<file path="config.mk">
export PLATFORM = sky130hd
export DESIGN_NAME = hyb_route_calc
export DESIGN_NICKNAME = d
export VERILOG_FILES = /design/src/rtl/hrc_pkg.sv /design/src/rtl/hrc_flatten.sv /design/src/rtl/hrc_xy_dir.sv /design/src/rtl/hyb_route_calc.sv
export SDC_FILE = /design/constraint.sdc
export NUM_CORES = 1
export LEC_CHECK = 0
export BUFFER_PORTS_ARGS = -buffer_cell sky130_fd_sc_hd__buf_4
export CORE_UTILIZATION = 55
export CTS_CLUSTER_SIZE = 8
export DETAILED_ROUTE_END_ITERATION = 7
export GPL_TIMING_DRIVEN = 0
export HOLD_SLACK_MARGIN = 0.05
export PLACE_DENSITY = 0.83
export SLEW_MARGIN = 20
export SYNTH_ARGS = -nofsm -noshare
export SYNTH_HDL_FRONTEND = slang
export SYNTH_SLANG_ARGS = --single-unit
</file>
<file path="constraint.sdc">
create_clock -name clk -period 3.7 [get_ports clk]
set_input_delay 0.37 -clock clk [delete_from_list [all_inputs] [get_ports clk]]
set_output_delay 0.37 -clock clk [all_outputs]
set_load 0.01 [all_outputs]
</file>
<file path="src/rtl/hrc_pkg.sv">
package hrc_pkg;
  typedef enum logic [2:0] {
    P_LOCAL    = 3'd0,
    P_NORTH    = 3'd1,
    P_SOUTH    = 3'd2,
    P_EAST     = 3'd3,
    P_WEST     = 3'd4,
    P_WIRELESS = 3'd5
  } port_e;

  typedef enum logic [1:0] {
    PH_UP  = 2'd0,
    PH_WL  = 2'd1,
    PH_DN  = 2'd2,
    PH_BAD = 2'd3
  } phase_e;

  // radio hop code from a mesh direction: +x 0, -x 1, +y 2, -y 3
  function automatic logic [1:0] wdir_of(port_e d);
    case (d)
      P_EAST:  return 2'd0;
      P_WEST:  return 2'd1;
      P_NORTH: return 2'd2;
      P_SOUTH: return 2'd3;
      default: return 2'd0;
    endcase
  endfunction
endpackage

</file>
<file path="src/rtl/hrc_flatten.sv">
module hrc_flatten #(
  parameter int SB   = 2,
  parameter int LB   = 3,
  parameter int SIDE = 5,
  parameter int GW   = SB + LB
) (
  input  logic [SB-1:0] sub,
  input  logic [LB-1:0] loc,
  output logic [GW-1:0] g
);
  assign g = GW'(int'(sub) * SIDE + int'(loc));
endmodule

</file>
<file path="src/rtl/hrc_xy_dir.sv">
module hrc_xy_dir
  import hrc_pkg::*;
#(
  parameter int W = 5
) (
  input  logic [W-1:0] cur_x,
  input  logic [W-1:0] cur_y,
  input  logic [W-1:0] tgt_x,
  input  logic [W-1:0] tgt_y,
  output port_e        dir
);
  always_comb begin
    if (tgt_x > cur_x)      dir = P_EAST;
    else if (tgt_x < cur_x) dir = P_WEST;
    else if (tgt_y > cur_y) dir = P_NORTH;
    else if (tgt_y < cur_y) dir = P_SOUTH;
    else                    dir = P_LOCAL;
  end
endmodule

</file>
<file path="src/rtl/hyb_route_calc.sv">
module hyb_route_calc
  import hrc_pkg::*;
#(
  parameter int SB   = 2,
  parameter int LB   = 3,
  parameter int SIDE = 5
) (
  input  logic          clk,
  input  logic          rst,
  input  logic          in_valid,
  input  logic [SB-1:0] dst_sx,
  input  logic [SB-1:0] dst_sy,
  input  logic [LB-1:0] dst_lx,
  input  logic [LB-1:0] dst_ly,
  input  logic          in_path,
  input  logic [1:0]    in_phase,
  input  logic [SB-1:0] my_sx,
  input  logic [SB-1:0] my_sy,
  input  logic [LB-1:0] my_lx,
  input  logic [LB-1:0] my_ly,
  input  logic          my_is_wr,
  input  logic [LB-1:0] wr_lx,
  input  logic [LB-1:0] wr_ly,
  output logic          out_valid,
  output logic [2:0]    out_port,
  output logic [1:0]    out_wdir,
  output logic          out_vc,
  output logic [1:0]    out_phase,
  output logic          out_err
);
  localparam int GW   = SB + LB;
  localparam int NPT  = 3;  // points: 0 self, 1 destination, 2 radio router

  logic [SB-1:0] pt_sx [NPT];
  logic [SB-1:0] pt_sy [NPT];
  logic [LB-1:0] pt_lx [NPT];
  logic [LB-1:0] pt_ly [NPT];
  logic [GW-1:0] pt_gx [NPT];
  logic [GW-1:0] pt_gy [NPT];

  assign pt_sx[0] = my_sx;  assign pt_sy[0] = my_sy;
  assign pt_lx[0] = my_lx;  assign pt_ly[0] = my_ly;
  assign pt_sx[1] = dst_sx; assign pt_sy[1] = dst_sy;
  assign pt_lx[1] = dst_lx; assign pt_ly[1] = dst_ly;
  assign pt_sx[2] = my_sx;  assign pt_sy[2] = my_sy;
  assign pt_lx[2] = wr_lx;  assign pt_ly[2] = wr_ly;

  for (genvar i = 0; i < NPT; i++) begin : g_flat
    hrc_flatten #(.SB(SB), .LB(LB), .SIDE(SIDE), .GW(GW)) u_fx (
      .sub(pt_sx[i]), .loc(pt_lx[i]), .g(pt_gx[i]));
    hrc_flatten #(.SB(SB), .LB(LB), .SIDE(SIDE), .GW(GW)) u_fy (
      .sub(pt_sy[i]), .loc(pt_ly[i]), .g(pt_gy[i]));
  end

  port_e dir_wr, dir_dst, dir_sub;

  hrc_xy_dir #(.W(GW)) u_to_wr (
    .cur_x(pt_gx[0]), .cur_y(pt_gy[0]), .tgt_x(pt_gx[2]), .tgt_y(pt_gy[2]), .dir(dir_wr));
  hrc_xy_dir #(.W(GW)) u_to_dst (
    .cur_x(pt_gx[0]), .cur_y(pt_gy[0]), .tgt_x(pt_gx[1]), .tgt_y(pt_gy[1]), .dir(dir_dst));
  hrc_xy_dir #(.W(SB)) u_sub (
    .cur_x(my_sx), .cur_y(my_sy), .tgt_x(dst_sx), .tgt_y(dst_sy), .dir(dir_sub));

  logic   at_wr, same_sub;
  logic   n_err;
  port_e  n_port;
  phase_e n_phase;
  logic [1:0] n_wdir;

  assign at_wr    = (dir_wr == P_LOCAL);
  assign same_sub = (dir_sub == P_LOCAL);

  always_comb begin
    n_err   = 1'b0;
    n_port  = P_LOCAL;
    n_phase = phase_e'(in_phase);
    n_wdir  = 2'd0;
    case (phase_e'(in_phase))
      PH_UP: begin
        if (!in_path)          n_err = 1'b1;
        else if (!at_wr)       n_port = dir_wr;
        else if (!my_is_wr)    n_err = 1'b1;
        else if (same_sub) begin
          n_phase = PH_DN;
          n_port  = dir_dst;
        end else begin
          n_phase = PH_WL;
          n_port  = P_WIRELESS;
          n_wdir  = wdir_of(dir_sub);
        end
      end
      PH_WL: begin
        if (!my_is_wr)         n_err = 1'b1;
        else if (same_sub) begin
          n_phase = PH_DN;
          n_port  = dir_dst;
        end else begin
          n_port  = P_WIRELESS;
          n_wdir  = wdir_of(dir_sub);
        end
      end
      PH_DN:   n_port = dir_dst;
      default: n_err  = 1'b1;
    endcase
    if (n_err) begin
      n_port  = P_LOCAL;
      n_phase = PH_DN;
      n_wdir  = 2'd0;
    end
  end

  always_ff @(posedge clk) begin
    if (rst) begin
      out_valid <= 1'b0;
      out_port  <= P_LOCAL;
      out_wdir  <= 2'd0;
      out_vc    <= 1'b0;
      out_phase <= PH_UP;
      out_err   <= 1'b0;
    end else begin
      out_valid <= in_valid;
      if (in_valid) begin
        out_port  <= n_port;
        out_wdir  <= n_wdir;
        out_vc    <= (n_phase == PH_DN);
        out_phase <= n_phase;
        out_err   <= n_err;
      end
    end
  end

  // result follows the header by exactly one edge
  a_r1_valid_follows: assert property (@(posedge clk) disable iff (rst)
    in_valid |=> out_valid);
  a_r1_idle_drops: assert property (@(posedge clk) disable iff (rst)
    !in_valid |=> !out_valid);
  // a flagged header always lands on the local port
  a_r8_err_local: assert property (@(posedge clk) disable iff (rst)
    (out_valid && out_err) |-> (out_port == P_LOCAL));
  // DOWN never leaves DOWN
  a_r9_down_stays: assert property (@(posedge clk) disable iff (rst)
    (in_valid && in_phase == PH_DN) |=> (out_phase == PH_DN && out_port != P_WIRELESS));
  // radio port only at a radio router
  a_r5_radio_only_wr: assert property (@(posedge clk) disable iff (rst)
    (in_valid && !my_is_wr) |=> (out_port != P_WIRELESS));
  // UP away from the radio router stays in UP
  a_r4_up_keeps_up: assert property (@(posedge clk) disable iff (rst)
    (in_valid && in_phase == PH_UP && in_path && !at_wr) |=> (out_phase == PH_UP && !out_vc));
endmodule

</file>
==> implementation parameters <==
Parameter                              Value

Layout
  Diodes inserted ... 0
  Total area of multi-input combinational cells ... 1610 sq um
  Total of fill cells in the finished design ... 279
  Share of post-route cells with drive strength above 1 ... 19.9%
  Sequential cell area in the final layout ... 200 sq um
  Synth-to-Final Area Change ... 20.3%
  Final-stage net count ... 354

Pwr
  Max rail drop VDD ... 0.125 mV
  Part of the total power dissipated in combinational logic ... 65.7%
  Part of the total power dissipated in sequential elements ... 20.9%
  Net Sw Frac ... 41.7%
  Fraction of power consumed by the clock network ... 13.4%
  Post-route total power ... 553 uW
  Power density over the cells ... 243 nW/um^2
  Internal cell power ... 323 uW
  Sw Pwr ... 230 uW
  LEAKAGE ... 0.00115 uW

Drt
  Total Wirelength ... 4020 microns
  Initial DRT Pass Iterations ... 4
  Remaining number of nets flagged by the antenna check after routing ... 0
  Wire length per cell after detailed routing ... 12.7 microns
  Overall via count from detail_route ... 1856
  Via count normalized by instance count ... 5.89
  Starting DRC count in detailed routing ... 105
  DR DRC count ... 0

Setup path
  R2r endpoint ... out_port[0]$_SDFFE_PP0P_
  Class of the most critical setup path ... input pin to flip-flop
  Critical path arrival ... 3.49 ns
  Startpoint of the worst setup timing path ... dst_sx[0]
  Worst path bufs/invs ... 1
  Max FO, Critical Path ... 5
  Cells along the critical path ... buf_4 > ha_1 > ha_1 > a21o_1 > a21o_1 > ha_1 > and3_1 > a221o_1 > maj3_1 > a21oi_1 > o21a_1 > a221oi_1 > o41ai_1
  Register-to-register path setup slack ... 2.58 ns
  Worst stage delay on the critical path ... 0.36 ns
  CP max-delay cell ... sky130_fd_sc_hd__o41ai_1
  Family of cells with the greatest summed delay on the critical path ... compound AO/OA/AOI/OAI gates
  Most numerous cell on the critical path ... sky130_fd_sc_hd__ha_1
  Reg-to-reg critical path startpoint ... out_port[0]$_SDFFE_PP0P_
  Startpoint class of the critical path ... input pin
  Type of destination of the critical path ... flip-flop
  Required time of the worst setup path ... 3.85 ns
  R2r worst-path depth ... 4

Timing
  Final setup vio count ... 0
  Setup Total Neg Slack ... 0 ns
  Max Clock Freq ... 0.299 GHz
  Slew Viols, Final ... 0
  Number of hold violations in the final report ... 0
  Min Hold Slack ... 0.302 ns
  Setup repair after global routing missed its margin ... false
  Pin slew with the least headroom to its limit ... 0.508 ns
  Final worst path period share ... 90.3%
  Max-Slew Margin vs Limit ... 65.9%
  Minimum period implied by the final worst setup slack ... 3.34 ns
  Post-Route Skew ... 0 ns

CTS
  Resized Gates After CTS ... 0
  Clk sink count ... 10
  Post-CTS setup buffer count ... 0
  Clock tree from TritonCTS ... built
  Latest clock arrival within the worst-skew pair ... 0.27 ns
  Hold_buf cts ... 0
  Clock transition at the registers of the reported paths ... 0.06 ns
  Htree depth ... 1
  Clock Root Buffer ... sky130_fd_sc_hd__clkbuf_4
  Number of clock buffers inserted by TritonCTS ... 3
  Clock Path Buffers ... 2

Placement
  Post-detail-place hpwl ... 3420 microns
  Port buffer count ... 41
  Routability Congestion ... 0.917

Floorplan
  Core area ... 3150 sq um
  Die width ... 60.7 microns
  Std-Cell Rows ... 20
  Floorplan die height ... 60.7 microns
  Initial core utilization ... 60.1%
  Die Outline Area ... 3690 sq um
  Top-level port count ... 43

Synth
  Synthesized-area fraction occupied by adder cells ... 34.6%
  Fraction of synthesis flops using an asynchronous set or reset pin ... 0%
  Part of the Yosys area used for sequential elements ... 10.6%
  Synthesized netlist net count ... 308
  Seq cells post-synth ... 10
  Count of different cell masters after synthesis ... 52
  Basic-gate share of the synthesized area counting and, or, nand and nor cells ... 20.4%
  Share of the synthesized netlist area taken by xor and xnor gates ... 5.94%
  Synthesis warning total ... 0
  Dominant combinational cell family by area after synthesis ... adder cells
  Mapped cell area ... 1900 sq um
  Portion of netlist area occupied by mux cells ... 0%
  Avg Inst Size Synth ... 8.35 sq um
  Complex-gate fraction of the synthesized area ... 23.9%
  Number of instances in the synthesized netlist ... 227
  Count of flip-flops with a built-in enable after synthesis ... 0
  Dominant register cell in the synthesized netlist ... sky130_fd_sc_hd__dfxtp_1

Global route
  All-Layer GR Usage ... 24.6%
  Met3 GRT Util ... 3.84%
  Largest net degree at the start of global routing ... 11
  Number of global-route vias before repair ... 1718
  First-pass GRT wire length ... 7070 microns
  GR Layer Usage met1 ... 32.6%
  Layer with the highest usage ... met2
  Remaining global-route overflow ... 0
  Antenna violations before repair ... 0
  Met2 Usage GRT ... 42.7%

Hold path
  Source of the worst hold timing path ... rst
  Instance count along the most critical hold path ... 2
  Min-delay worst type ... input pin to flip-flop
  Endpoint of the worst hold path ... out_valid$_SDFF_PP0_

Outcome
  Run status ... finished clean

Run
  Number of max-capacitance violations reported ... 0
==> area by class of cell <==
class	count	share of cell area (%)
Multi-Input combinational cell	194	70.5
Timing Repair Buffer	41	13.5
Sequential cell	10	8.78
Inverter	19	3.13
Tap cell	44	2.41
Clock buffer	3	0.987
Buffer	4	0.713
==> power by group through the flow <==
stage | Combinational [uW] | Clock [uW] | Sequential (uW)
6_report | 363 | 74.0 | 116
5_1_grt | 417 | 80.8 | 116
4_1_cts | 365 | 75.7 | 116
3_5_place_dp | 362 | 0 | 118
3_3_place_gp | 354 | 0 | 118
2_1_floorplan | 259 | 0 | 121
==> state kept, by name, summed over array words and instances, names as in the netlist <==
signal and flops:
out_port 3, out_phase 2, out_wdir 2, out_err 1, out_valid 1, out_vc 1
==> per-stage QoR <==
stage / setup WS, ns / instances / utilization, % / instance area [sq um]
floorplan: 0.506 / 227 / - / 1900
global placement: 0.101 / 312 / 71.6 / 2260
detailed placement: 0.0827 / 312 / 71.6 / 2260
CTS: 0.332 / 315 / 72.3 / 2280
global route: 0.144 / 315 / 72.3 / 2280
finish: 0.357 / 315 / 72.3 / 2280
==> routing by layer <==
layer / wire length [microns] / share of wire (%) / vias to the layer above
li1: - / - / 942
met1: 1840 / 46 / 852
met5: 0 / 0 / -
met4: 14 / 0.35 / 0
met2: 1980 / 49 / 60
met3: 189 / 4.7 / 2
==> worst reg2reg max path, cell delays in order (launching register included) <==
cell	delay (ns)
sky130_fd_sc_hd__dfxtp_1	0.31
sky130_fd_sc_hd__nor2b_1	0.16
sky130_fd_sc_hd__or3_1	0.30
sky130_fd_sc_hd__o211ai_1	0.17
sky130_fd_sc_hd__a31oi_1	0.06
==> cell families after synthesis <==
group,count (synthesis)
AND/OR/NAND/NOR,71
buffers and inverters,23
XOR/XNOR,12
adder cells (fa/ha/maj),49
AO/OA/AOI/OAI,62
flip-flops,10
==> placed cells by master, fill, tap and decap left out, types with 4 or more instances in the layout <==
master                    count
sky130_fd_sc_hd__a21o_1       9
sky130_fd_sc_hd__dfxtp_1     10
sky130_fd_sc_hd__buf_4       41
sky130_fd_sc_hd__and2_1       5
sky130_fd_sc_hd__fa_1         6
sky130_fd_sc_hd__nor2b_1      4
sky130_fd_sc_hd__nand3_1     12
sky130_fd_sc_hd__nand2_1     12
sky130_fd_sc_hd__and3_1       6
sky130_fd_sc_hd__ha_1        42
sky130_fd_sc_hd__a31oi_1      4
sky130_fd_sc_hd__xor2_1       5
sky130_fd_sc_hd__nor2_1      14
sky130_fd_sc_hd__a21oi_1     17
sky130_fd_sc_hd__xnor2_1      6
sky130_fd_sc_hd__inv_1       18
==> worst max path at each step <==
stage	endpoint	slack (ns)	cells after the start
2_1_floorplan	out_port[2]$_SDFFE_PP0P_	0.51	12
3_3_place_gp	out_port[2]$_SDFFE_PP0P_	0.10	13
3_5_place_dp	out_port[2]$_SDFFE_PP0P_	0.08	13
4_1_cts	out_port[2]$_SDFFE_PP0P_	0.33	12
5_1_grt	out_port[2]$_SDFFE_PP0P_	0.14	13
6_report	out_port[2]$_SDFFE_PP0P_	0.36	13
==> synth_stat cells (all sizes together) (2+ instances only) <==
master	count	area, sq um
o41ai	3	26.3
nand4	3	18.8
a21o	9	67.6
o21ba	2	20.0
o21ai	3	15.0
nor2	14	52.6
fa	6	120
o22ai	2	12.5
or3	2	12.5
ha	42	526
nand3	12	60.1
and2	5	31.3
nand2	12	45.0
and3	7	48.8
nor2b	4	25.0
a211oi	3	27.5
o2bb2ai	3	26.3
xnor2	7	68.8
clkbuf	3	11.3
nor3	3	15.0
o211ai	3	22.5
a31oi	4	25.0
dfxtp	10	200
a21oi	18	93.8
a221oi	2	17.5
nand2b	3	18.8
inv	18	67.6
xor2	5	43.8
No activity file was read; power rests on OpenSTA's default activity.
